==> src/rtl/scanline_irq_pkg.sv <==
package scanline_irq_pkg;

   // Register location selected by a CPU write after masking
   typedef enum logic [2:0] {
      LOC_NONE   = 3'd0,
      LOC_LATCH  = 3'd1,
      LOC_RESTRT = 3'd2,
      LOC_ACK    = 3'd3,
      LOC_ARM    = 3'd4
   } loc_sel_t;

   localparam logic [15:0] DEC_MASK  = 16'hE001;
   localparam logic [15:0] A_LATCH   = 16'hC000;
   localparam logic [15:0] A_RESTART = 16'hC001;
   localparam logic [15:0] A_ACK     = 16'hE000;
   localparam logic [15:0] A_ARM     = 16'hE001;

   function automatic loc_sel_t decode_loc(input logic [15:0] addr);
      logic [15:0] m;
      m = addr & DEC_MASK;
      case (m)
         A_LATCH:   decode_loc = LOC_LATCH;
         A_RESTART: decode_loc = LOC_RESTRT;
         A_ACK:     decode_loc = LOC_ACK;
         A_ARM:     decode_loc = LOC_ARM;
         default:   decode_loc = LOC_NONE;
      endcase
   endfunction

endpackage

==> src/rtl/a12_edge_filter.sv <==
module a12_edge_filter #(
   parameter int SYNC_STAGES = 2,
   parameter int LOW_MIN     = 3
) (
   input  logic clk,
   input  logic rst_n,
   input  logic cpu_ce,
   input  logic a12_raw,
   output logic rise
);
   localparam int LW = (LOW_MIN < 1) ? 1 : $clog2(LOW_MIN + 1);

   logic a12_s;
   logic prev_q;

   // Synchroniser: depth chosen by parameter
   generate
      if (SYNC_STAGES == 0) begin : g_nosync
         assign a12_s = a12_raw;
      end else begin : g_sync
         logic [SYNC_STAGES-1:0] sync_q;
         always_ff @(posedge clk or negedge rst_n) begin
            if (!rst_n) sync_q[0] <= 1'b0;
            else        sync_q[0] <= a12_raw;
         end
         for (genvar i = 1; i < SYNC_STAGES; i++) begin : g_stage
            always_ff @(posedge clk or negedge rst_n) begin
               if (!rst_n) sync_q[i] <= 1'b0;
               else        sync_q[i] <= sync_q[i-1];
            end
         end
         assign a12_s = sync_q[SYNC_STAGES-1];
      end
   endgenerate

   always_ff @(posedge clk or negedge rst_n) begin
      if (!rst_n) prev_q <= 1'b0;
      else        prev_q <= a12_s;
   end

   // Low-time qualifier
   generate
      if (LOW_MIN == 0) begin : g_nofilt
         assign rise = a12_s & ~prev_q;
      end else begin : g_filt
         logic [LW-1:0] low_q;
         always_ff @(posedge clk or negedge rst_n) begin
            if (!rst_n) begin
               low_q <= '0;
            end else if (a12_s) begin
               low_q <= '0;
            end else if (cpu_ce && (low_q != LW'(LOW_MIN))) begin
               low_q <= low_q + 1'b1;
            end
         end
         assign rise = a12_s & ~prev_q & (low_q == LW'(LOW_MIN));
      end
   endgenerate

endmodule

==> src/rtl/irq_reg_decode.sv <==
module irq_reg_decode
   import scanline_irq_pkg::*;
#(
   parameter int ADDR_W = 16,
   parameter int DATA_W = 8,
   parameter int CNT_W  = 8
) (
   input  logic              clk,
   input  logic              rst_n,
   input  logic              wr_en,
   input  logic [ADDR_W-1:0] wr_addr,
   input  logic [DATA_W-1:0] wr_data,
   output logic [CNT_W-1:0]  reload_val,
   output logic              irq_en,
   output logic              restart,
   output logic              ack
);
   loc_sel_t sel;

   always_comb begin
      sel = LOC_NONE;
      if (wr_en) sel = decode_loc(wr_addr[15:0]);
   end

   assign restart = (sel == LOC_RESTRT);
   assign ack     = (sel == LOC_ACK);

   always_ff @(posedge clk or negedge rst_n) begin
      if (!rst_n) begin
         reload_val <= '0;
         irq_en     <= 1'b0;
      end else begin
         if (sel == LOC_LATCH) reload_val <= wr_data[CNT_W-1:0];
         if (sel == LOC_ACK)      irq_en <= 1'b0;
         else if (sel == LOC_ARM) irq_en <= 1'b1;
      end
   end

endmodule

==> src/rtl/line_counter.sv <==
module line_counter #(
   parameter int CNT_W = 8
) (
   input  logic             clk,
   input  logic             rst_n,
   input  logic             rise,
   input  logic             restart,
   input  logic [CNT_W-1:0] reload_val,
   input  logic             irq_en,
   output logic [CNT_W-1:0] cnt_q,
   output logic             fire
);
   logic             pend_q;
   logic [CNT_W-1:0] cnt_nxt;

   always_comb begin
      if ((cnt_q == '0) || pend_q) cnt_nxt = reload_val;
      else                         cnt_nxt = cnt_q - 1'b1;
   end

   // A restart write in the same clk wins over the edge
   assign fire = rise & ~restart & irq_en & (cnt_nxt == '0);

   always_ff @(posedge clk or negedge rst_n) begin
      if (!rst_n) begin
         cnt_q  <= '0;
         pend_q <= 1'b0;
      end else if (restart) begin
         cnt_q  <= '0;
         pend_q <= 1'b1;
      end else if (rise) begin
         cnt_q  <= cnt_nxt;
         pend_q <= 1'b0;
      end
   end

endmodule

==> src/rtl/irq_delay.sv <==
module irq_delay #(
   parameter int IRQ_DELAY = 2
) (
   input  logic clk,
   input  logic rst_n,
   input  logic cpu_ce,
   input  logic fire,
   input  logic ack,
   output logic irq
);
   localparam int DW = (IRQ_DELAY < 1) ? 1 : $clog2(IRQ_DELAY + 1);

   generate
      if (IRQ_DELAY == 0) begin : g_direct
         always_ff @(posedge clk or negedge rst_n) begin
            if (!rst_n)    irq <= 1'b0;
            else if (ack)  irq <= 1'b0;
            else if (fire) irq <= 1'b1;
         end
      end else begin : g_timed
         logic [DW-1:0] dly_q;
         always_ff @(posedge clk or negedge rst_n) begin
            if (!rst_n) begin
               dly_q <= '0;
               irq   <= 1'b0;
            end else if (ack) begin
               dly_q <= '0;
               irq   <= 1'b0;
            end else if (fire) begin
               dly_q <= DW'(IRQ_DELAY);
            end else if (cpu_ce && (dly_q != '0)) begin
               dly_q <= dly_q - 1'b1;
               if (dly_q == DW'(1)) irq <= 1'b1;
            end
         end
      end
   endgenerate

endmodule

==> src/rtl/scanline_irq_unit.sv <==
module scanline_irq_unit #(
   parameter int ADDR_W      = 16,
   parameter int DATA_W      = 8,
   parameter int CNT_W       = 8,
   parameter int LOW_MIN     = 3,
   parameter int SYNC_STAGES = 2,
   parameter int IRQ_DELAY   = 2
) (
   input  logic              clk,
   input  logic              rst_n,
   input  logic              cpu_ce,
   input  logic              wr_en,
   input  logic [ADDR_W-1:0] wr_addr,
   input  logic [DATA_W-1:0] wr_data,
   input  logic              ppu_a12,
   output logic              irq
);
   generate
      if (ADDR_W < 16) begin : g_bad_addr
         $error("scanline_irq_unit: ADDR_W must be at least 16");
      end
      if (DATA_W < CNT_W) begin : g_bad_data
         $error("scanline_irq_unit: DATA_W must cover CNT_W");
      end
      if (CNT_W < 1 || LOW_MIN < 0 || SYNC_STAGES < 0 || IRQ_DELAY < 0) begin : g_bad_par
         $error("scanline_irq_unit: illegal parameter value");
      end
   endgenerate

   logic             a12_rise;
   logic [CNT_W-1:0] reload_val;
   logic             irq_en;
   logic             restart;
   logic             ack;
   logic [CNT_W-1:0] cnt_q;
   logic             fire;

   a12_edge_filter #(.SYNC_STAGES(SYNC_STAGES), .LOW_MIN(LOW_MIN)) filt_i (
      .clk(clk), .rst_n(rst_n), .cpu_ce(cpu_ce), .a12_raw(ppu_a12), .rise(a12_rise)
   );

   irq_reg_decode #(.ADDR_W(ADDR_W), .DATA_W(DATA_W), .CNT_W(CNT_W)) dec_i (
      .clk(clk), .rst_n(rst_n), .wr_en(wr_en), .wr_addr(wr_addr), .wr_data(wr_data),
      .reload_val(reload_val), .irq_en(irq_en), .restart(restart), .ack(ack)
   );

   line_counter #(.CNT_W(CNT_W)) cnt_i (
      .clk(clk), .rst_n(rst_n), .rise(a12_rise), .restart(restart),
      .reload_val(reload_val), .irq_en(irq_en), .cnt_q(cnt_q), .fire(fire)
   );

   irq_delay #(.IRQ_DELAY(IRQ_DELAY)) dly_i (
      .clk(clk), .rst_n(rst_n), .cpu_ce(cpu_ce), .fire(fire), .ack(ack), .irq(irq)
   );

endmodule

==> config.mk <==
export PLATFORM = sky130hd
export DESIGN_NAME = scanline_irq_unit
export DESIGN_NICKNAME = d
export VERILOG_FILES = /design/src/rtl/scanline_irq_pkg.sv /design/src/rtl/a12_edge_filter.sv /design/src/rtl/irq_reg_decode.sv /design/src/rtl/line_counter.sv /design/src/rtl/irq_delay.sv /design/src/rtl/scanline_irq_unit.sv
export SDC_FILE = /design/constraint.sdc
export NUM_CORES = 1
export LEC_CHECK = 0
export BUFFER_PORTS_ARGS = -buffer_cell sky130_fd_sc_hd__buf_2
export CORE_MARGIN = 8
export CORE_UTILIZATION = 25
export CTS_CLUSTER_SIZE = 20
export DETAILED_ROUTE_END_ITERATION = 7
export PLACE_DENSITY_LB_ADDON = 0.1
export SLEW_MARGIN = 25
export SYNTH_ARGS = -nofsm -noshare
export SYNTH_HDL_FRONTEND = slang
export SYNTH_HIERARCHICAL = 1
export SYNTH_SLANG_ARGS = --single-unit
==> constraint.sdc <==
create_clock -name clk -period 3.9 [get_ports clk]
set_input_delay 0.78 -clock clk [delete_from_list [all_inputs] [get_ports clk]]
set_output_delay 0.78 -clock clk [all_outputs]
set_load 0.01 [all_outputs]
; After elaboration in Yosys (flattened, before gate mapping)
; Index checks and enable logic that the tools add are counted.
[op_classes]
eq_ne = 12
reduce_logical = 13
bitwise = 7
mux = 18
n_addsub = 3
[ops]
columns = op, n
row1 = two-way mux 8 bit, 3
row2 = equality test 4 bit (second input constant), 4
row3 = logical NOT 8 bit, 2
row4 = case mux 3 bit (4 select lines), 1
row5 = nonzero test 2 bit, 6
row6 = two-way mux 2 bit, 5
row7 = two-way mux 1 bit, 8
row8 = subtractor 8 x 1 -> 8 bit (second input constant), 1
row9 = equality test 3 x 2 -> 1 bit (second input constant), 2
row10 = AND 1 bit, 5
row11 = inequality test 2 bit (second input constant), 2
row12 = equality test 3 x 1 -> 1 bit (second input constant), 1
row13 = equality test 3 bit (second input constant), 1
row14 = two-way mux 3 bit, 1
row15 = AND reduction 3 bit, 1
row16 = nonzero test 3 bit, 1
row17 = adder 2 x 1 -> 2 bit (second input constant), 1
row18 = equality test 2 x 1 -> 1 bit (second input constant), 1
row19 = equality test 2 bit (second input constant), 1
row20 = logical AND 1 bit, 2
row21 = inverter 1 bit, 2
row22 = subtractor 2 x 1 -> 2 bit (second input constant), 1
row23 = logical OR 1 bit, 1
[word_totals]
inputBits = 29
output_inout_bits = 1
word_cells = 63
ff_bits = 26

; Logic depth before layout (Yosys ltp)
[logic_depth]
ltp_word = 10
mapped_depth = 12
depth_no_buf = 11

; By module
; The synthesis kept the hierarchy.
[by_module_without_submodules]
columns = module, n_inst, cells_each, area_each_um2
row1 = line_counter, 1, 95, 795.8
row2 = irq_reg_decode, 1, 23, 370.4
row3 = a12_edge_filter, 1, 15, 206.4
row4 = irq_delay, 1, 15, 178.9

; Worst setup path after synthesis
; OpenSTA, ideal clock, no wires.
[synth_timing]
kind = input to register
startpoint = input port wr_addr[14]
endpoint = register dly_i.g_timed.dly_q[1]
path_slack_ns = 1.662
t_required_ns = 3.765
setup_ns = 0.135
stages = 10
arrival_time_ns = 2.103
cell_sequence = nand3_2 > nor3b_1 > clkbuf_1 > nand3b_1 > nor4_1 > nand2_1 > nor3_1 > a31o_1 > nor3_2 > a311oi_2
[synth_via]
elab_chain_len = 10
elab_cells_between_ends = 15
[synth_rtl]
columns = item, line_no
row1 = "start, declared", scanline_irq_unit.sv:13  ; input logic [ADDR_W-1:0] wr_addr,
row2 = equality test 4 bit, scanline_irq_pkg.sv:21  ; case (m)
row3 = case mux 3 bit (4 select lines) *, scanline_irq_pkg.sv:21
row4 = two-way mux 3 bit *, irq_reg_decode.sv:22  ; if (wr_en) sel = decode_loc(wr_addr[15:0]);
row5 = equality test 3 x 2 -> 1 bit *, irq_reg_decode.sv:25  ; assign restart = (sel == LOC_RESTRT);
row6 = via restart, scanline_irq_unit.sv:33  ; logic restart;
row7 = inverter 1 bit *, line_counter.sv:22  ; assign fire = rise & ~restart & irq_en & (cnt_nxt == '0);
row8 = AND 1 bit * (3 in series), line_counter.sv:22
row9 = via fire, scanline_irq_unit.sv:36  ; logic fire;
row10 = two-way mux 2 bit, irq_delay.sv:29  ; end else if (fire) begin
row11 = two-way mux 2 bit, irq_delay.sv:26  ; end else if (ack) begin
row12 = "end signal, assigned", irq_delay.sv:30  ; dly_q <= DW'(IRQ_DELAY);
row13 = "end signal, assigned", irq_delay.sv:32  ; dly_q <= dly_q - 1'b1;
row14 = "end, declared", irq_delay.sv:21  ; logic [DW-1:0] dly_q;
; Mark *: on every way through the listed nets, which the timed path passes. The rest lies on a longest branch.
; A chain may end at the register's enable or synchronous reset.

; Worst setup path in the final report
[layout_timing]
startpoint = register cnt_i.cnt_q[0]
endpoint = register dly_i.irq
[layout_via]
elab_chain_len = 7
elab_cells_between_ends = 8
[layout_rtl]
columns = item, line_no
row1 = "start, declared", line_counter.sv:10  ; output logic [CNT_W-1:0] cnt_q,
row2 = "start signal, assigned", line_counter.sv:32  ; cnt_q <= cnt_nxt;
row3 = "parallel branches: the longest is 2 deep, another holds subtractor 8 x 1 -> 8 bit", -
row4 = two-way mux 8 bit *, line_counter.sv:17  ; if ((cnt_q == '0) || pend_q) cnt_nxt = reload_val;
row5 = logical NOT 8 bit *, line_counter.sv:22
row6 = AND 1 bit *, line_counter.sv:22
row7 = via fire, scanline_irq_unit.sv:36
row8 = inequality test 2 bit (no line) *, -
row9 = AND reduction 3 bit (no line) *, -
row10 = "end signal, assigned", irq_delay.sv:25  ; irq <= 1'b0;
row11 = "end signal, assigned", irq_delay.sv:28  ; irq <= 1'b0;
row12 = "end signal, assigned", irq_delay.sv:33  ; if (dly_q == DW'(1)) irq <= 1'b1;
row13 = "end, declared", irq_delay.sv:9  ; output logic irq
; Mark *: on every way through the listed nets, which the timed path passes.

==> run summary <==
run status: complete, no violations
Storage cell area: 651 sq um
category of the worst setup path capture point: flip-flop
R2R Path Start: cnt_i/cnt_q[0]
largest net degree at the start of global routing: 27
Cells after Synth: 148
commonest cells in the synthesized netlist: 26 x sky130_fd_sc_hd__dfrtp_1, 17 x sky130_fd_sc_hd__nor2_1, 11 x sky130_fd_sc_hd__mux2_2
Final Skew: 0.0106 ns
overall routing resource usage: 0.0822
Mapped Area: 1550 sq um
total leakage power: 0.739 nW
CTS root buf: sky130_fd_sc_hd__clkbuf_8
final std cells w/o fill: 240
Max-Cap Viols: 0
library cell occupying the most area in the post-synthesis netlist: sky130_fd_sc_hd__dfrtp_1
Hold WC Path Type: flip-flop to flip-flop
highest attainable clock frequency: 410 MHz
clock-pin slew of the registers on the worst-case setup and hold paths: 0.10 ns
Hold Crit Depth: 0
ys flop type: sky130_fd_sc_hd__dfrtp_1
count of flip-flops with a built-in enable after synthesis: 0
wire length of the first global-routing pass: 5920 um
unrepaired setup endpoints after global routing: no
ANT cells: 0
end point of the worst hold path: filt_i/a12_s
TritonCTS Sinks: 26
cell row count: 28
total number of yosys warnings: 6
hold path startpoint: filt_i/g_sync.sync_q[0]
data arrival time of the critical path: 2.59 ns
total count of hold-check failures in the final report: 0
post-synthesis to final-layout area growth: 13.9%
clock period minus final worst setup slack: 2.44 ns
share of Yosys cell area claimed by the top area cell type: 0.419
Required @ worst endpoint: 4.05 ns
aggregate global routing overflow: 0
worst-margin pin slew: 0.601 ns
share of synthesized flip-flops with an asynchronous set or reset: 1.00
fraction of final layout cells sized beyond drive strength 1: 0.321
Mapped Nets: 182
average detailed-routed wire length per instance: 14.3 um
via count of the first global-routing pass: 1209
relative slew slack: 0.599
highest fanout seen on the critical path: 9
Crit Path Class: flip-flop to flip-flop
final net count: 200
leading cell types by total area after synthesis: sky130_fd_sc_hd__dfrtp_1 42%, sky130_fd_sc_hd__mux2_2 8.0%, sky130_fd_sc_hd__nor2_1 4.1%, sky130_fd_sc_hd__ha_1 4.0%, sky130_fd_sc_hd__o21ai_0 2.9%
CTS tree: done
H-tree depth: 1
maximum vdd ir drop: 0.199 mV
P per Cell Area: 569 nW/um^2
total area of multi-input combinational cells: 821 sq um
Yosys reg bits: 26
initial antenna violation count: 0
Setup Fix Bufs, Post-CTS: 0
overall via count from detail_route: 1140
number of optimization iterations in the first detailed-route pass: 4
weighted congestion at the end of routability-driven global placement: 0.699
reg2reg setup slack: 1.46 ns
number of vias per cell: 4.75
Inserted Clock Buffers: 3
number of unique standard cell types used by synthesis: 47
die height: 94.8 um
sum of routed wire length over all layers: 3420 um
# port buffers: 17
R2R cell count: 9
Top Ports: 30
Floorplan Core Area: 5960 sq um
quantity of hold-fixing buffers added after cts: 0
die width: 94.8 um
Fill cells: 633
average instance area after synthesis: 10.5 sq um
quantity of gates resized following cts: 0
Initial Utilization: 0.261
Total Die Area: 8980 sq um
share of the yosys chip area belonging to registers: 0.419
number of routed nets with antenna violations: 0
drt drc: 0
Final Max Tran Viols: 0
endpoint of the lowest-slack register-to-register path: dly_i/irq
Clock Path Buffers: 2
most used standard cell by instance count after synthesis: sky130_fd_sc_hd__dfrtp_1
drt initial violations: 51
latest clock arrival within the worst-skew pair: 0.27 ns
CP startpoint kind: flip-flop
cell total after placement: 236
post-route clock period utilization: 0.626
estimated wirelength of the detail-placed design: 2580 um
final setup fails: 0
Total Negative Setup Slacks: 0 ns
## sequential cells by signal, summed over array words and instances (netlist names)
signal                flops
cnt_i/pend_q              1
dly_i/g_timed.dly_q       2
filt_i/a12_s              1
cnt_i/cnt_q               8
filt_i/g_sync.sync_q      1
filt_i/prev_q             1
dec_i/irq_en              1
dec_i/reload_val          8
filt_i/g_filt.low_q       2
dly_i/irq                 1
## metrics by stage
stage / hold WS (ns) / setup slack, ns / total power, mW / cell area (sq um) / utilization
floorplan: 0.331 / 1.66 / 0.715 / 1550 / -
global placement: 0.341 / 1.41 / 0.779 / 1700 / 0.285
detailed placement: 0.340 / 1.37 / 0.787 / 1700 / 0.285
CTS: 0.366 / 1.43 / 1.02 / 1770 / 0.297
global route: 0.379 / 1.25 / 1.08 / 1770 / 0.297
finish: 0.360 / 1.46 / 1.01 / 1770 / 0.297
## worst max-delay path: stages, from the launching register on
cell and delay [ns]:
sky130_fd_sc_hd__dfrtp_1 0.48, sky130_fd_sc_hd__inv_1 0.12, sky130_fd_sc_hd__ha_1 0.26, sky130_fd_sc_hd__nor3b_4 0.34, sky130_fd_sc_hd__nand2_1 0.09, sky130_fd_sc_hd__a2111oi_0 0.42
sky130_fd_sc_hd__a31o_1 0.30, sky130_fd_sc_hd__inv_1 0.10, sky130_fd_sc_hd__a31oi_1 0.14, sky130_fd_sc_hd__nor2_1 0.06
## where the power goes
| part | leakage, nW | switching [mW] | internal (mW) |
|---|---|---|---|
| clock | 0.0357 | 0.0883 | 0.137 |
| sequential | 0.319 | 0.0882 | 0.336 |
| combinational | 0.384 | 0.177 | 0.179 |
| total | 0.739 | 0.354 | 0.652 |
## cell families after synthesis
family,share of synthesized area
simple gates,0.223
buf+inv,0.0516
mux,0.0960
compound gates,0.164
xor+xnor,0.00565
fa+ha+maj,0.0403
flops,0.419
## per-layer routing
metal | wire length [um] | GRT usage
met2 | 1740 | 0.138
met1 | 1580 | 0.103
met4 | 24 | 0.0247
met5 | 0 | 0
met3 | 78 | 0.0167
## worst max-delay path by stage
stage / from / endpoint / slack, ns / cells past startpoint
global route: cnt_i/cnt_q[0] / dly_i/irq / 1.25 / 9
global placement: wr_addr[0] / dly_i/irq / 1.41 / 9
floorplan: wr_addr[14] / dly_i/g_timed.dly_q[1] / 1.66 / 10
detailed placement: wr_addr[14] / dly_i/irq / 1.37 / 10
finish: cnt_i/cnt_q[0] / dly_i/irq / 1.46 / 9
CTS: cnt_i/cnt_q[0] / dly_i/irq / 1.43 / 9
## placed cells by master (no fill, tap or decap), types with 3 or more instances in the layout
master                     count
sky130_fd_sc_hd__a22oi_1       4
sky130_fd_sc_hd__nand2_1       7
sky130_fd_sc_hd__inv_1         8
sky130_fd_sc_hd__o21ai_1       3
sky130_fd_sc_hd__dfrtp_1      26
sky130_fd_sc_hd__nor2_1       17
sky130_fd_sc_hd__a21oi_2       4
sky130_fd_sc_hd__ha_1          5
sky130_fd_sc_hd__a21oi_1       3
sky130_fd_sc_hd__clkbuf_8      3
sky130_fd_sc_hd__nor3_1        5
sky130_fd_sc_hd__o21ai_0       9
sky130_fd_sc_hd__buf_2        17
sky130_fd_sc_hd__mux2_2       11
## cell type report
cell class,count,share of cell area
clock buffer,3,0.0234
clock inverter,1,0.0170
inverter,8,0.0170
multi-input combinational,108,0.465
sequential,26,0.368
tap,75,0.0531
timing repair buffer,19,0.0567
No activity file was read; power rests on OpenSTA's default activity.
